## config.mk

```make
export PLATFORM = sky130hd
export DESIGN_NAME = intc_flags
export DESIGN_NICKNAME = d
export VERILOG_FILES = /design/src/rtl/intc_flags.sv
export SDC_FILE = /design/constraint.sdc
export NUM_CORES = 1
export LEC_CHECK = 0
export ABC_AREA = 1
export BUFFER_PORTS_ARGS = -buffer_cell sky130_fd_sc_hd__buf_2
export CORE_MARGIN = 4
export CORE_UTILIZATION = 43
export CTS_CLUSTER_SIZE = 8
export DETAILED_ROUTE_END_ITERATION = 10
export PLACE_DENSITY = 0.83
export RECOVER_POWER = 25
export REMOVE_ABC_BUFFERS = 1
export SYNTH_ARGS = -nofsm -noshare
export SYNTH_HDL_FRONTEND = slang
export SYNTH_SLANG_ARGS = --single-unit
```

## constraint.sdc

```tcl
create_clock -name clk -period 3.3 [get_ports clk]
set_input_delay 0.99 -clock clk [delete_from_list [all_inputs] [get_ports clk]]
set_output_delay 0.99 -clock clk [all_outputs]
set_load 0.05 [all_outputs]
```

## src/rtl/intc_flags.sv

```systemverilog
module intc_flags #(
  parameter int NPER = 5,
  parameter int AW = 13,
  parameter logic [AW-1:0] VEC = 13'h0004
) (
  input  logic            clk,
  input  logic            rst_n,
  input  logic            ext_pin,
  input  logic            pin_analog,
  input  logic            edge_rise,
  input  logic            chg_evt,
  input  logic            t0_evt,
  input  logic [NPER-1:0] periph_evt,
  input  logic            ctl_we,
  input  logic [7:0]      ctl_wdata,
  input  logic            pen_we,
  input  logic [NPER-1:0] pen_wdata,
  input  logic            pflg_we,
  input  logic [NPER-1:0] pflg_wdata,
  input  logic            reti,
  input  logic            sleeping,
  output logic [7:0]      ctl_q,
  output logic [NPER-1:0] pen_q,
  output logic [NPER-1:0] pflg_q,
  output logic            vec_take,
  output logic            push_req,
  output logic [AW-1:0]   vec_addr,
  output logic            wake_req
);
  logic gie, pe;
  logic [2:0] cen, cfl;
  logic [NPER-1:0] pen_r, pfl;
  logic s1, s2, sp;

  wire ext_evt  = ~pin_analog & (edge_rise ? (s2 & ~sp) : (~s2 & sp));
  wire [2:0] cevt = {ext_evt, chg_evt, t0_evt};
  wire any_req  = (|(cen & cfl)) | (pe & (|(pen_r & pfl)));
  wire gie_off_wr = ctl_we & ~ctl_wdata[7];

  assign vec_take = gie & any_req & ~sleeping & ~gie_off_wr;
  assign push_req = vec_take;
  assign vec_addr = vec_take ? VEC : '0;
  assign wake_req = sleeping & any_req;
  assign ctl_q    = {gie, pe, cen, cfl};
  assign pen_q    = pen_r;
  assign pflg_q   = pfl;

  always_ff @(posedge clk or negedge rst_n) begin
    if (!rst_n) begin
      s1 <= 1'b0;
      s2 <= 1'b0;
      sp <= 1'b0;
    end else begin
      s1 <= ext_pin;
      s2 <= s1;
      sp <= s2;
    end
  end

  always_ff @(posedge clk or negedge rst_n) begin
    if (!rst_n) begin
      gie <= 1'b0;
      pe  <= 1'b0;
      cen <= '0;
      cfl <= '0;
    end else begin
      if (vec_take)    gie <= 1'b0;
      else if (reti)   gie <= 1'b1;
      else if (ctl_we) gie <= ctl_wdata[7];
      if (ctl_we) begin
        pe  <= ctl_wdata[6];
        cen <= ctl_wdata[5:3];
      end
      cfl <= (ctl_we ? ctl_wdata[2:0] : cfl) | cevt;
    end
  end

  always_ff @(posedge clk or negedge rst_n) begin
    if (!rst_n) begin
      pen_r <= '0;
      pfl   <= '0;
    end else begin
      if (pen_we) pen_r <= pen_wdata;
      pfl <= (pflg_we ? pflg_wdata : pfl) | periph_evt;
    end
  end
endmodule

```

======== Yosys cells after proc, flatten, opt, wreduce, memory -nomap -nowiden ========
Index checks and enable logic that the tools add are counted.
word-level totals
  register bits ........................... 21
cells by class
  reduce and logical (&&, ||, !) cells .... 3
  bitwise operators ....................... 20
  multiplexer cells ....................... 7
operators with widths
  operator            number
  bitwise AND 1 bit   9
  two-way mux 3 bit   2
  inverter 1 bit      6
  bitwise AND 5 bit   1
  two-way mux 5 bit   1
  bitwise OR 5 bit    1
  OR reduction 5 bit  1
  two-way mux 1 bit   4
  bitwise AND 3 bit   1
  bitwise OR 3 bit    1
  nonzero test 3 bit  1
  OR reduction 3 bit  1
  bitwise OR 1 bit    1

======== Longest topological paths before layout ========
  depth after elaboration ................. 8
  gate-level depth with buffers ........... 7
  depth with buffers taken out ............ 5

======== Least setup slack after synthesis ========
No wires, ideal clock.
  path type ............................... in2out
  from .................................... in ctl_we
  to ...................................... out vec_addr[2]
  stages on the path ...................... 7
  arrival ................................. 2633 ps
  required time ........................... 2310 ps
  path slack .............................. -323 ps
  path buffers ............................ 2
  cells stage by stage .................... buf_6 inv_4 or2_4 nand2_2 nor2_2 a21boi_1 buf_4
between the ends
  cells in the longest elaborated chain, start to end .. 4
ends and longest elaborated chain
  element             line  source
  start, declared     14    input logic ctl_we,
  bitwise AND 1 bit   38    wire gie_off_wr = ctl_we & ~ctl_wdata[7];
  inverter 1 bit      40    assign vec_take = gie & any_req & ~sleeping & ~gie_off_wr;
  bitwise AND 1 bit   40
  named net push_req  26    output logic push_req,
  two-way mux 3 bit   42    assign vec_addr = vec_take ? VEC : '0;
  end, declared       27    output logic [AW-1:0] vec_addr,
The timed path passes the listed nets, and every way through them passes these cells.

======== Worst setup path in the final report ========
  from .................................... in ctl_we
  to ...................................... out vec_take
between the ends
  cells in the longest elaborated chain, start to end .. 3
ends and longest elaborated chain
  element            line  source
  bitwise AND 1 bit  38
  inverter 1 bit     40
  bitwise AND 1 bit  40
  end, declared      25    output logic vec_take,
Every way passes these cells.

==> results by group <==
Run status
  • Run status: completed

Global route
  • Global-route wire length before repair: 3840 um
  • Maximum number of pins on one net before global-route repair: 22
  • Via count of the first global-routing pass: 887
  • Gr ovfl total: 0
  • Initial antenna violation count: 0
  • Tot GR Track Use: between 10% and 20%

Clock network
  • Quantity of hold-fixing buffers added after cts: 0
  • Worst-case clock buffer depth: 2
  • Total number of clock tree sinks: 21
  • Insertion delay of the later-clocked pin in the worst-skew pair: ~290 ps
  • Number of clock buffers inserted by TritonCTS: 3
  • Post-cts resize count: 0
  • Htree depth: 1
  • Number of buffers added for setup after CTS: 0
  • TritonCTS clock tree: done
  • Clk pin slew, worst setup/hold paths: 110 ps
  • Library cell used as clock root buffer: sky130_fd_sc_hd__clkbuf_4

STA
  • Share of the cycle needed by the critical path after routing: 90.7%
  • Skew final: 4.57 ps
  • Final hold violation count: 0
  • Max frequency: around 0.33 GHz
  • Worst-case setup margin in the final layout: 308 ps
  • Pins over their slew limit: 0
  • Final setup violation count: 0
  • RSZ-0062 raised after global routing: false
  • Transition time of the tightest slew-check pin: 1100 ps
  • Shortest period the worst path allows: 2990 ps
  • Worst slew margin: 26.4%

Critical path
  • Worst Setup End Kind: primary output
  • Startpoint type of the worst setup path: input port
  • WP data required: about 2300 ps
  • Worst endpoint data arrival time: 2000 ps
  • Crit Path Category: in -> out
  • Critical path peak fanout: 6

Yosys
  • YS warnings: 0
  • Commonest register cell after synthesis: sky130_fd_sc_hd__dfrtp_1
  • Sequential element share of the synthesized area: between 50% and 60%
  • Post-synth top area share: 52.2%
  • Count of distinct cell types in the synthesized netlist: 22
  • Flop and latch count out of synthesis: 21
  • Share of flip-flops with an asynchronous set or reset: 100%
  • Count of flip-flops with a built-in enable after synthesis: 0
  • Synthesized netlist cell count: 105
  • Synthesized area: 1010 sq um
  • Cell types occupying the most area after synthesis: sky130_fd_sc_hd__dfrtp_1 (52%), sky130_fd_sc_hd__nand2_1 (13%), sky130_fd_sc_hd__buf_4 (12%)
  • Synthesized area divided by synthesized cell count: 9.58 sq um
  • Cell taking the most area after synthesis: sky130_fd_sc_hd__dfrtp_1

Routing
  • Remaining number of nets flagged by the antenna check after routing: 0
  • Number of remaining DRC errors: 0
  • M1 wire length: roughly 900 um
  • Number of vias per cell after detailed routing: 4.59
  • Top routing layer in use: met4
  • Sum of met2 wire segment lengths after detailed routing: 1220 um
  • Post-Route WL: 2360 um
  • Drt pass-1 iters: 4
  • Routed wire length on met3: 216 um
  • Detailed-route via count: between 800 and 900
  • Drt first-iter violations: 17
  • Drt wl/cell: 12.5 um

Place
  • Post-detail-place hpwl: 1980 um
  • Placed Cells incl. Taps: 184
  • Number of buffers added on ports: 56
  • Pre-CTS setup slack: 299 ps
  • GP Congestion: 0.766

Finish
  • Area added between synthesis and finish: 25.6%
  • Count of inserted antenna diode cells: 0
  • Post-layout nets: 196
  • Non-filler cells, final: about 190
  • Most used cells in the layout excluding fill and tap cells: sky130_fd_sc_hd__buf_2 (55), sky130_fd_sc_hd__nand2_1 (34), sky130_fd_sc_hd__dfrtp_1 (21)
  • Most common cell after layout, fill and taps aside: sky130_fd_sc_hd__buf_2
  • Share of layout cells above drive strength 1: 43.1%

Floorplan
  • Effective utilization at floorplan: 45.5%
  • Overall die width: roughly 56 um
  • Die Outline Area: 3180 sq um
  • Core Area: 2210 sq um
  • Number of rows created at floorplan: 17
  • Ports placed on the boundary: 69
  • Die Y: 56.4 um

Worst hold path
  • Hold crit path type: reg -> reg

Pwr
  • Switching power total: 0.255 mW
  • Peak supply drop: 0.000330 V
  • Combinational power share: 34.9%
  • Total leakage power: 0.692 nW
  • Clock group share of total power: 18.8%
  • Total power divided by cell area: 502 nW/um^2
  • Sw frac: 40.2%
  • Sequential Power Share: 46.3%
  • Internal power: 0.379 mW

Flow run
  • Max cap viols: 0
==> worst paths after layout <==
kind / start / slack [ps] / endpoint / cells past startpoint
hold / removal: s1 / 360 / s2 / 0
setup reg to reg: pflg_q[4] / 2230 / gie / 5
hold reg to reg: s1 / 360 / s2 / 0
min in group asynchronous: rst_n / 870 / sp / 1
max in group asynchronous: rst_n / 1770 / pe / 1
setup / recovery: ctl_we / 310 / vec_take / 7
==> metrics by stage <==
step	util [%]	power [mW]	instance area (sq um)	TNS (ps)	hold slack (ps)
finish	57.1	0.635	1260	0	360
global route	57.1	0.671	1260	0	399
CTS	57.2	0.640	1260	0	361
detailed placement	56.0	0.522	1240	0	335
global placement	56.0	0.516	1240	0	341
floorplan	-	0.455	916	-3480	331
==> cell families (layout without fill, tap and decap cells) <==
family                 after synthesis  after routing  share of synthesized area [%]
AOI/OAI and AO/OA                   17             17                           10.1
and+or+nand+nor                     39             39                           15.9
buffers and inverters               21             65                           14.8
muxes                                6              6                           6.59
DFF                                 21             21                           52.2
other                                1             12                          0.373
==> layout make-up <==
| type | count | area, sq um |
|---|---|---|
| fillers | 199 | 948 |
| well taps | 28 | 35.0 |
| multi-input cells | 74 | 373 |
| flip-flops and latches | 21 | 526 |
| clock buffers | 4 | 26.3 |
| inverters | 4 | 17.5 |
| repair buffers | 57 | 287 |
==> critical path: stages <==
cell,delay [ps]
sky130_fd_sc_hd__buf_2,120
sky130_fd_sc_hd__inv_4,70
sky130_fd_sc_hd__or2_4,120
sky130_fd_sc_hd__nand2_2,40
sky130_fd_sc_hd__nor2_2,130
sky130_fd_sc_hd__a21boi_1,230
sky130_fd_sc_hd__buf_2,300
==> flip-flops by register name, indices dropped and copies added (netlist names) <==
register / flops
s1: 1
sp: 1
pflg_q: 5
pe: 1
gie: 1
pen_q: 5
cen: 3
cfl: 3
s2: 1
==> cells in the mapped netlist (all sizes together), types with 2 or more instances <==
library cell   n
nand2         35
dfrtp         21
inv            4
or2            2
a21boi         2
mux2           5
a21oi         11
buf           17
==> power by group through the flow <==
| stage | registers (mW) | clock network [mW] | logic, mW |
|---|---|---|---|
| after floorplan | 0.367 | 0 | 0.0889 |
| final | 0.294 | 0.119 | 0.222 |
| after CTS | 0.294 | 0.122 | 0.223 |
| after global routing | 0.298 | 0.138 | 0.236 |
| after detailed placement | 0.299 | 0 | 0.223 |
| after global placement | 0.298 | 0 | 0.219 |
==> per-layer routing <==
metal,up-vias,track usage (%)
met4,0,5.08
met2,44,27.4
met1,399,17.7
met3,2,3.68
met5,-,0
li1,418,-
Power figures use the tool's default switching activity.
